===== src/rtl/cbs_pkg.sv =====
package cbs_pkg;
   typedef enum logic [1:0] {
      CMD_CLOSE_FAST = 2'd0,
      CMD_CLOSE_SLOW = 2'd1,
      CMD_OPEN       = 2'd2,
      CMD_COLUMN     = 2'd3
   } cbs_cmd_e;

   typedef enum logic [1:0] {
      PH_IDLE,
      PH_CLOSE,
      PH_OPEN,
      PH_COL
   } cbs_phase_e;
endpackage


===== src/rtl/cbs_req_queue.sv =====
module cbs_req_queue #(
   parameter int DEPTH  = 4,
   parameter int ADDR_W = 12,
   parameter int TAG_W  = 4,
   localparam int IDX_W = (DEPTH > 1) ? $clog2(DEPTH) : 1,
   localparam int CNT_W = $clog2(DEPTH + 1)
) (
   input  logic              clk,
   input  logic              rst_n,
   input  logic              reorder_en,
   input  logic              enq_valid,
   input  logic              enq_is_wb,
   input  logic [ADDR_W-1:0] enq_addr,
   input  logic [TAG_W-1:0]  enq_tag,
   output logic              enq_ready,
   input  logic              take,
   output logic              head_valid,
   output logic              head_is_wb,
   output logic [ADDR_W-1:0] head_addr,
   output logic [TAG_W-1:0]  head_tag,
   output logic [CNT_W-1:0]  occupancy
);
   // Entries are kept compacted: slot 0 is the oldest.
   logic [CNT_W-1:0]  cnt_q;
   logic [DEPTH-1:0]  wb_q;
   logic [ADDR_W-1:0] addr_q [DEPTH];
   logic [TAG_W-1:0]  tag_q  [DEPTH];

   logic [DEPTH-1:0]  eligible;
   logic [IDX_W-1:0]  sel;

   // Fetch eligibility: no older valid writeback with the same address.
   for (genvar gi = 0; gi < DEPTH; gi++) begin : g_slot
      logic blocked;
      always_comb begin
         blocked = 1'b0;
         for (int j = 0; j < gi; j++) begin
            if (CNT_W'(j) < cnt_q && wb_q[j] && addr_q[j] == addr_q[gi])
               blocked = 1'b1;
         end
      end
      assign eligible[gi] = (CNT_W'(gi) < cnt_q) && !wb_q[gi] && !blocked;
   end

   always_comb begin
      logic found;
      found = 1'b0;
      sel   = '0;
      if (reorder_en) begin
         for (int i = 0; i < DEPTH; i++) begin
            if (eligible[i] && !found) begin
               sel   = IDX_W'(i);
               found = 1'b1;
            end
         end
      end
   end

   assign enq_ready  = cnt_q < CNT_W'(DEPTH);
   assign head_valid = cnt_q != '0;
   assign head_is_wb = wb_q[sel];
   assign head_addr  = addr_q[sel];
   assign head_tag   = tag_q[sel];
   assign occupancy  = cnt_q;

   logic              rm, push;
   logic [CNT_W-1:0]  cnt_n, base;
   logic [DEPTH-1:0]  wb_n;
   logic [ADDR_W-1:0] addr_n [DEPTH];
   logic [TAG_W-1:0]  tag_n  [DEPTH];

   always_comb begin
      rm   = take && head_valid;
      push = enq_valid && enq_ready;
      base = cnt_q - CNT_W'(rm);
      for (int i = 0; i < DEPTH; i++) begin
         if (rm && IDX_W'(i) >= sel && i + 1 < DEPTH) begin
            wb_n[i]   = wb_q[i+1];
            addr_n[i] = addr_q[i+1];
            tag_n[i]  = tag_q[i+1];
         end else begin
            wb_n[i]   = wb_q[i];
            addr_n[i] = addr_q[i];
            tag_n[i]  = tag_q[i];
         end
         if (push && CNT_W'(i) == base) begin
            wb_n[i]   = enq_is_wb;
            addr_n[i] = enq_addr;
            tag_n[i]  = enq_tag;
         end
      end
      cnt_n = base + CNT_W'(push);
   end

   always_ff @(posedge clk) begin
      if (!rst_n) begin
         cnt_q <= '0;
         wb_q  <= '0;
         for (int i = 0; i < DEPTH; i++) begin
            addr_q[i] <= '0;
            tag_q[i]  <= '0;
         end
      end else begin
         cnt_q <= cnt_n;
         wb_q  <= wb_n;
         for (int i = 0; i < DEPTH; i++) begin
            addr_q[i] <= addr_n[i];
            tag_q[i]  <= tag_n[i];
         end
      end
   end
endmodule


===== src/rtl/cbs_phase_seq.sv =====
module cbs_phase_seq
   import cbs_pkg::*;
#(
   parameter int ROW_W  = 8,
   parameter int TAG_W  = 4,
   parameter int T_OPEN = 30,
   parameter int T_COL  = 16,
   parameter int T_FAST = 9,
   parameter int T_SLOW = 166
) (
   input  logic             clk,
   input  logic             rst_n,
   input  logic             head_valid,
   input  logic             head_is_wb,
   input  logic [ROW_W-1:0] head_row,
   input  logic [TAG_W-1:0] head_tag,
   output logic             take,
   output logic             cmd_valid,
   output cbs_cmd_e         cmd_kind,
   output logic [ROW_W-1:0] cmd_row,
   output logic             done_valid,
   output logic [TAG_W-1:0] done_tag,
   output logic             done_is_wb
);
   localparam int T_MAX01 = (T_OPEN > T_COL) ? T_OPEN : T_COL;
   localparam int T_MAX23 = (T_FAST > T_SLOW) ? T_FAST : T_SLOW;
   localparam int T_MAX   = (T_MAX01 > T_MAX23) ? T_MAX01 : T_MAX23;
   localparam int CT_W    = $clog2(T_MAX + 1);

   cbs_phase_e       phase;
   logic [CT_W-1:0]  cnt;
   logic             row_open;
   logic [ROW_W-1:0] open_row, cur_row;
   logic [TAG_W-1:0] cur_tag;
   logic             cur_wb;

   assign take = (phase == PH_IDLE) && head_valid;

   always_ff @(posedge clk) begin
      if (!rst_n) begin
         phase      <= PH_IDLE;
         cnt        <= '0;
         row_open   <= 1'b0;
         open_row   <= '0;
         cur_row    <= '0;
         cur_tag    <= '0;
         cur_wb     <= 1'b0;
         cmd_valid  <= 1'b0;
         cmd_kind   <= CMD_OPEN;
         cmd_row    <= '0;
         done_valid <= 1'b0;
         done_tag   <= '0;
         done_is_wb <= 1'b0;
      end else begin
         cmd_valid  <= 1'b0;
         done_valid <= 1'b0;
         case (phase)
            PH_IDLE: begin
               if (head_valid) begin
                  cur_row   <= head_row;
                  cur_tag   <= head_tag;
                  cur_wb    <= head_is_wb;
                  cmd_valid <= 1'b1;
                  if (row_open && open_row == head_row) begin
                     phase    <= PH_COL;
                     cmd_kind <= CMD_COLUMN;
                     cmd_row  <= head_row;
                     cnt      <= CT_W'(T_COL - 1);
                  end else if (row_open) begin
                     phase    <= PH_CLOSE;
                     cmd_kind <= head_is_wb ? CMD_CLOSE_SLOW : CMD_CLOSE_FAST;
                     cmd_row  <= open_row;
                     cnt      <= head_is_wb ? CT_W'(T_SLOW - 1) : CT_W'(T_FAST - 1);
                  end else begin
                     phase    <= PH_OPEN;
                     cmd_kind <= CMD_OPEN;
                     cmd_row  <= head_row;
                     cnt      <= CT_W'(T_OPEN - 1);
                  end
               end
            end
            PH_CLOSE: begin
               if (cnt == '0) begin
                  phase     <= PH_OPEN;
                  row_open  <= 1'b0;
                  cmd_valid <= 1'b1;
                  cmd_kind  <= CMD_OPEN;
                  cmd_row   <= cur_row;
                  cnt       <= CT_W'(T_OPEN - 1);
               end else begin
                  cnt <= cnt - 1'b1;
               end
            end
            PH_OPEN: begin
               if (cnt == '0) begin
                  phase     <= PH_COL;
                  row_open  <= 1'b1;
                  open_row  <= cur_row;
                  cmd_valid <= 1'b1;
                  cmd_kind  <= CMD_COLUMN;
                  cmd_row   <= cur_row;
                  cnt       <= CT_W'(T_COL - 1);
               end else begin
                  cnt <= cnt - 1'b1;
               end
            end
            PH_COL: begin
               if (cnt == '0) begin
                  phase      <= PH_IDLE;
                  done_valid <= 1'b1;
                  done_tag   <= cur_tag;
                  done_is_wb <= cur_wb;
               end else begin
                  cnt <= cnt - 1'b1;
               end
            end
            default: phase <= PH_IDLE;
         endcase
      end
   end
endmodule


===== src/rtl/crit_bank_sched.sv =====
module crit_bank_sched
   import cbs_pkg::*;
#(
   parameter int DEPTH  = 4,
   parameter int ADDR_W = 12,
   parameter int COL_W  = 4,
   parameter int TAG_W  = 4,
   parameter int T_OPEN = 30,
   parameter int T_COL  = 16,
   parameter int T_FAST = 9,
   parameter int T_SLOW = 166,
   localparam int ROW_W = ADDR_W - COL_W,
   localparam int CNT_W = $clog2(DEPTH + 1)
) (
   input  logic              clk,
   input  logic              rst_n,
   input  logic              reorder_en,
   input  logic              req_valid,
   input  logic              req_is_wb,
   input  logic [ADDR_W-1:0] req_addr,
   input  logic [TAG_W-1:0]  req_tag,
   output logic              req_ready,
   output logic              cmd_valid,
   output logic [1:0]        cmd_kind,
   output logic [ROW_W-1:0]  cmd_row,
   output logic              done_valid,
   output logic [TAG_W-1:0]  done_tag,
   output logic              done_is_wb
);
   if (DEPTH < 2 || DEPTH > 64) begin : g_bad_depth
      $error("crit_bank_sched: DEPTH must lie in 2..64");
   end
   if (COL_W < 1 || COL_W >= ADDR_W) begin : g_bad_split
      $error("crit_bank_sched: COL_W must leave at least one row bit");
   end
   if (T_OPEN < 1 || T_COL < 1 || T_FAST < 1 || T_SLOW < 1) begin : g_bad_time
      $error("crit_bank_sched: every phase needs at least one cycle");
   end

   logic              head_valid, head_is_wb, take;
   logic [ADDR_W-1:0] head_addr;
   logic [TAG_W-1:0]  head_tag;
   logic [CNT_W-1:0]  occupancy;
   cbs_cmd_e          kind_e;

   cbs_req_queue #(
      .DEPTH (DEPTH),
      .ADDR_W(ADDR_W),
      .TAG_W (TAG_W)
   ) u_queue (
      .clk       (clk),
      .rst_n     (rst_n),
      .reorder_en(reorder_en),
      .enq_valid (req_valid),
      .enq_is_wb (req_is_wb),
      .enq_addr  (req_addr),
      .enq_tag   (req_tag),
      .enq_ready (req_ready),
      .take      (take),
      .head_valid(head_valid),
      .head_is_wb(head_is_wb),
      .head_addr (head_addr),
      .head_tag  (head_tag),
      .occupancy (occupancy)
   );

   cbs_phase_seq #(
      .ROW_W (ROW_W),
      .TAG_W (TAG_W),
      .T_OPEN(T_OPEN),
      .T_COL (T_COL),
      .T_FAST(T_FAST),
      .T_SLOW(T_SLOW)
   ) u_seq (
      .clk       (clk),
      .rst_n     (rst_n),
      .head_valid(head_valid),
      .head_is_wb(head_is_wb),
      .head_row  (head_addr[ADDR_W-1:COL_W]),
      .head_tag  (head_tag),
      .take      (take),
      .cmd_valid (cmd_valid),
      .cmd_kind  (kind_e),
      .cmd_row   (cmd_row),
      .done_valid(done_valid),
      .done_tag  (done_tag),
      .done_is_wb(done_is_wb)
   );

   assign cmd_kind = kind_e;
endmodule


===== config.mk =====
export PLATFORM = sky130hd
export DESIGN_NAME = crit_bank_sched
export DESIGN_NICKNAME = d
export VERILOG_FILES = /design/src/rtl/cbs_pkg.sv /design/src/rtl/cbs_req_queue.sv /design/src/rtl/cbs_phase_seq.sv /design/src/rtl/crit_bank_sched.sv
export SDC_FILE = /design/constraint.sdc
export NUM_CORES = 1
export LEC_CHECK = 0
export ABC_AREA = 1
export BUFFER_PORTS_ARGS = -buffer_cell sky130_fd_sc_hd__buf_2
export CAP_MARGIN = 10
export CORE_AREA = 10 10 125 127
export CTS_CLUSTER_SIZE = 25
export DETAILED_ROUTE_END_ITERATION = 6
export DIE_AREA = 0 0 135 137
export PLACE_DENSITY = 0.75
export SETUP_SLACK_MARGIN = 0.2
export SLEW_MARGIN = 20
export SYNTH_ARGS = -nofsm -noshare
export SYNTH_HDL_FRONTEND = slang
export SYNTH_SLANG_ARGS = --single-unit

===== constraint.sdc =====
create_clock -name clk -period 2.5 [get_ports clk]
set_input_delay 0.5 -clock clk [delete_from_list [all_inputs] [get_ports clk]]
set_output_delay 0.5 -clock clk [all_outputs]
set_load 0.02 [all_outputs]

; Word-level counts from Yosys, hierarchy flattened
; Memories as Yosys holds them, arrays and structs flattened. A register that Yosys moved wholly into a read port is not among the register bits.
; Cells that the tools add are included.
[classes]
add_sub_neg = 3
order_cmp = 9
eq_ne = 20
muxes = 79
bitwise = 8
reduce_logical = 62
[ops]
columns = cell, count
row1 = 12-bit 2-to-1 mux, 11
row2 = 8-bit 2-to-1 mux, 11
row3 = 12-bit equality test, 6
row4 = 4-bit 2-to-1 mux, 11
row5 = 8-bit one-hot mux with 4 select lines, 1
row6 = 1-bit logical AND, 30
row7 = 1-bit 2-to-1 mux, 27
row8 = 2-bit 2-to-1 mux, 12
row9 = 8-bit one-hot mux with 2 select lines, 1
row10 = 2-bit AND reduction, 6
row11 = 1-bit zero test, 11
row12 = 2-bit nonzero test, 5
row13 = 8-bit equality test, 1
row14 = 8-bit zero test, 1
row15 = "2-bit by 1-bit inequality test with 1-bit output, second input constant", 4
row16 = 1-bit OR, 8
row17 = 2-bit one-hot mux with 4 select lines, 1
row18 = 4-bit AND reduction, 2
row19 = "8-bit by 1-bit subtractor with 8-bit output, second input constant", 1
row20 = "2-bit by 3-bit equality test with 1-bit output, first input constant", 2
row21 = "1-bit by 3-bit less-than comparator with 1-bit output, first input constant", 2
row22 = "2-bit by 3-bit less-than comparator with 1-bit output, first input constant", 2
row23 = "2-bit inequality test, second input constant", 3
row24 = 2-bit one-hot mux with 3 select lines, 1
row25 = 16 further kinds, 21
[totals]
ff_bits = 52
mem_bits_rw = 64
out_inout_bits = 18
word_cells = 200
mem_count = 2
[mem_list]
columns = name, words, width, rd, rd_ports_with_merged_regs, write_ports, line
row1 = u_queue.addr_q, 4, 12, 5, 0, 4, cbs_req_queue.sv:26  ; logic [ADDR_W-1:0] addr_q [DEPTH];
row2 = u_queue.tag_q, 4, 4, 4, 1, 4, cbs_req_queue.sv:27  ; logic [TAG_W-1:0] tag_q [DEPTH];

; Depth between registers and ports, before layout
[logic_depth]
ltp_word = 24
depth_mapped = 25

; Hierarchy
; A second synthesis with hierarchy kept.
[hier_totals]
cells_unflattened = 1257
area_unflattened_um2 = 7699.9
[modules_own_cells]
columns = module, n_inst, cells_each, area_each_um2
row1 = cbs_req_queue, 1, 890, 5175.0
row2 = cbs_phase_seq, 1, 367, 2524.9

; Least setup slack after synthesis
; OpenSTA, ideal clock, no wires.
[synth_timing]
path_type = register -> register
startpoint = reg u_seq.phase[0]
endpoint = mem u_queue.tag_q[0][0], enable pin
t_arrival_ns = 2.415
required_ns = 2.140
setup_slack_ns = -0.274
stages_incl_launch_ff = 13
n_path_buf = 2
path_cell_list = dfxtp_1 inv_1 ha_1 inv_1 nor2_1 clkbuf_1 ha_1 ha_1 inv_1 nor3_1 a21oi_1 nand2_1 clkbuf_1
[synth_lines]
columns = item, line
row1 = "start, declared", cbs_phase_seq.sv:30  ; cbs_phase_e phase;
row2 = "start signal, assigned", cbs_phase_seq.sv:41  ; phase <= PH_IDLE;
row3 = "start signal, assigned", cbs_phase_seq.sv:65  ; phase <= PH_COL;
row4 = "start signal, assigned", cbs_phase_seq.sv:70  ; phase <= PH_CLOSE;
row5 = "end, declared", cbs_req_queue.sv:27

==> flow_summary_export.csv <==
group,metric,value,unit
outcome,outcome,"finished with violations",
outcome,violations,"setup timing",
pwr,p_clk_frac,0.185,
route,vias,8323,
floorplanning,die_h,137,µm
yosys,synth_top_flop_cell,"dfxtp_1",
critical_path,slowest_stage,"dfxtp_1",
pwr,p_int,0.00825,W
place,place_inst,1403,
floorplanning,initial_core_util,0.548,
sta,tightest_slew,527,ps
critical_path,worstSetupPathType,"flip-flop to flip-flop",
pwr,power_density,1580,nW/µm²
yosys,synthCells,1150,
clock_network,cts_tree,"built",
floorplanning,core_area,13100,µm²
clock_network,clk_pin_slew,60,ps
pwr,combPwrFrac,0.601,
sta,max_clock_freq,0.363,GHz
sta,finalCriticalPeriod,2760,ps
final_layout,drive_above_1_share,0.277,
route,drt_wl_total,24300,µm
floorplanning,die_area,18500,µm²
pwr,p_seq_frac,0.214,
sta,finalCritPeriodShare,1.10,
min_path,hold_path.class,"input port to flip-flop",
sta,fin_ws,-256,ps
critical_path,crit_required,2850,ps
grt,antenna_found_initial,0,
critical_path,cp_max_fo,8,
critical_path,critPathLaunchType,"flip-flop",
yosys,postSynthAreaPerCell,6.24,µm²
yosys,ys_ff_latch,120,
final_layout,areaGrowthSynthToFinish,35.4,%
critical_path,cp-end-kind,"flip-flop",
clock_network,holdBufCountCts,0,
clock_network,ctsRootBufferMaster,"clkbuf_16",
place,post-place-ws,-172,ps
final_layout,fin_cells,1456,
critical_path,reg2reg_slack,-260,ps
yosys,synth_cell_types,41,
place,finalWeightedCongestion,0.994,
grt,grt_remaining_overflow,0,
pwr,switching_share,0.462,
sta,relSlewSlack,0.647,
pwr,p_switching,0.00707,W
yosys,syn_nets,1182,
job,maxCapViolCount,0,
final_layout,fin_nets,1299,
sta,hold_viol,0,
critical_path,path_delay_family,"simple AND/OR/NAND/NOR gates",
clock_network,cts_sinks,120,
critical_path,crit_buf_inv,2,
place,placed_area,8190,µm²
route,post_drt_wl_per_cell,16.7,µm
critical_path,crit_path_max_incr_delay,370,ps
route,initialDrtViolationCount,817,
clock_network,clk_latency,430,ps
route,ant_nets,0,
route,dr.pass1.iters,6,
sta,fin_hold_ws,343,ps
final_layout,diodes,0,
critical_path,crit_top_cell,"nand2_1",
place,io_buffers,38,
grt,grt_max_degree,36,
yosys,synth_edf_count,4,
yosys,syn_area,7170,µm²
clock_network,clockBufferDepth,2,
grt,grtUsageTotal,0.248,
critical_path,cp.arrival,3110,ps
yosys,yosysWarningCount,0,
yosys,ys_seq_area_frac,0.341,
floorplanning,die_w,135,µm
sta,final.setup_skew,5.78,ps
sta,setup_viol,47,
sta,rsz0062_at_grt,"true",
clock_network,htreeDepth,4,
floorplanning,io_pins,39,
final_layout,fin_util,0.742,
pwr,ir_drop,0.853,mV
grt,grt_pass1_wl,37400,µm
critical_path,worstPathCellList,"inv_1 -> nand2_1 -> nand2_1 -> nor2_1 -> nand2_1 -> nor2_1 -> nand2_1 -> a21oi_2 -> nand3_4 -> nand2_8 -> buf_12 -> nand3_1 -> nand2_1 -> nand2_2 -> nand2_2 -> nand2_1 -> nand2_1 -> nand2_2 -> nor2_4 -> nand2_4 -> nand2_4 -> nand2_1 -> a21oi_1",
grt,grt_pass1_vias,7717,
floorplanning,row_count,42,
yosys,async_flop_share,0,
sta,drv_slew,0,
route,remaining_drc_errors,0,
clock_network,numCtsBuffers,17,
final_layout,final_cell_area,9710,µm²
route,vias_per_cell,5.72,
place,dpl.hpwl,15300,µm
pwr,leakage,4.44,nW
-- metal layers --
metal  track usage  vias up  wire length, µm
met1         0.310     3842            10100
met5             0        -                0
li1              -     3977                -
met2         0.408      415            11500
met3        0.0451       89             1930
met4         0.115        0              822
-- worst register-to-register path: stages (launching register included) --
cell	delay, ps
dfxtp_1	370
inv_1	110
nand2_1	80
nand2_1	50
nor2_1	90
nand2_1	70
nor2_1	100
nand2_1	100
a21oi_2	240
nand3_4	130
nand2_8	140
buf_12	150
nand3_1	80
nand2_1	90
nand2_2	60
nand2_2	80
nand2_1	60
nand2_1	70
nand2_2	60
nor2_4	140
nand2_4	90
nand2_4	80
nand2_1	80
a21oi_1	140
-- sequential cells by signal (all words and copies together), names as in the netlist --
signal / cells
u_queue.addr_q: 48
u_queue.occupancy: 3
u_queue.tag_q: 16
u_queue.wb_q: 4
u_seq.cmd_kind: 2
u_seq.cmd_row: 8
u_seq.cmd_valid: 1
u_seq.cnt: 8
u_seq.cur_row: 8
u_seq.cur_tag: 4
u_seq.cur_wb: 1
u_seq.done_is_wb: 1
u_seq.done_tag: 4
u_seq.done_valid: 1
u_seq.open_row: 8
u_seq.phase: 2
u_seq.row_open: 1
-- cells by family (layout without fill, tap and decap cells) --
kind of cell               count (synthesis)  after routing  share of synthesized area
AOI/OAI and AO/OA                        279            279                      0.208
and+or+nand+nor                          528            529                      0.301
buffers and inverters                    191            320                      0.105
DFF                                      120            120                      0.341
xor gates and xnor gates                  21             21                     0.0257
adders and majority gates                 11             11                     0.0192
-- Yosys cell counts, drive strengths merged (12+ instances only) --
cell type | instances | area [µm²]
o21ai | 135 | 676
inv | 135 | 507
clkbuf | 40 | 154
nor2 | 87 | 332
a21oi | 91 | 459
a31oi | 21 | 131
xnor2 | 12 | 105
nand2 | 355 | 1360
buf | 13 | 81.3
dfxtp | 116 | 2320
o22ai | 14 | 87.6
nand3 | 68 | 355
-- what timing repair did --
item	CTS	global route
gates cloned	3	3
resized for setup	131	107
endpoints found under the hold margin	0	0
buffers inserted	9	6
setup endpoints to repair	79	88
pin swaps	30	29
-- cell type report --
class / count / area [µm²]
multi-input combinational: 840 / 4500
fill: 1000 / 3370
sequential: 120 / 2510
timing repair buffer: 149 / 1270
inverter: 138 / 526
clock buffer: 21 / 493
tap: 176 / 220
clock inverter: 11 / 188
timing repair inverter: 1 / 5.00
-- power groups by stage --
stage / sequential (W) / clock (W) / combinational (W)
finish: 0.00328 / 0.00284 / 0.00920
global route: 0.00335 / 0.00293 / 0.00996
CTS: 0.00321 / 0.00285 / 0.00812
detailed placement: 0.00319 / 0 / 0.00727
global placement: 0.00318 / 0 / 0.00715
floorplan: 0.00314 / 0 / 0.00482
-- final timing paths --
check | endpoint | depth (start not counted) | from
max | u_seq.cnt[3] | 23 | u_queue.addr_q[0][7]
min | u_queue.addr_q[3][3] | 3 | req_addr[3]
max reg2reg | u_seq.cnt[3] | 23 | u_queue.addr_q[0][7]
min reg2reg | u_seq.cmd_row[5] | 2 | u_seq.cmd_row[5]
-- placed cells by master (no fill, tap or decap), drive strengths merged --
cell type	count
nand2	356
buf	147
inv	136
o21ai	135
dfxtp	116
a21oi	91
nor2	87
nand3	68
clkbuf	23
a31oi	21
o22ai	14
xnor2	12
ha	11
xor2	9
o211ai	9
nor3	9
clkinv	7
nand4	5
bufinv	5
edfxtp	4
a211oi	3
o221ai	2
or2	2
clkinvlp	2
nand3b	1
a221oi	1
and2	1
a21boi	1
o21bai	1
o311ai	1
-- per-stage QoR --
stage / power (W) / TNS [ps]
floorplan: 0.00796 / 0
global placement: 0.0103 / -433
detailed placement: 0.0105 / -2370
CTS: 0.0142 / -689
global route: 0.0162 / -11940
finish: 0.0153 / -3890
(Power assumes the default switching activity.)
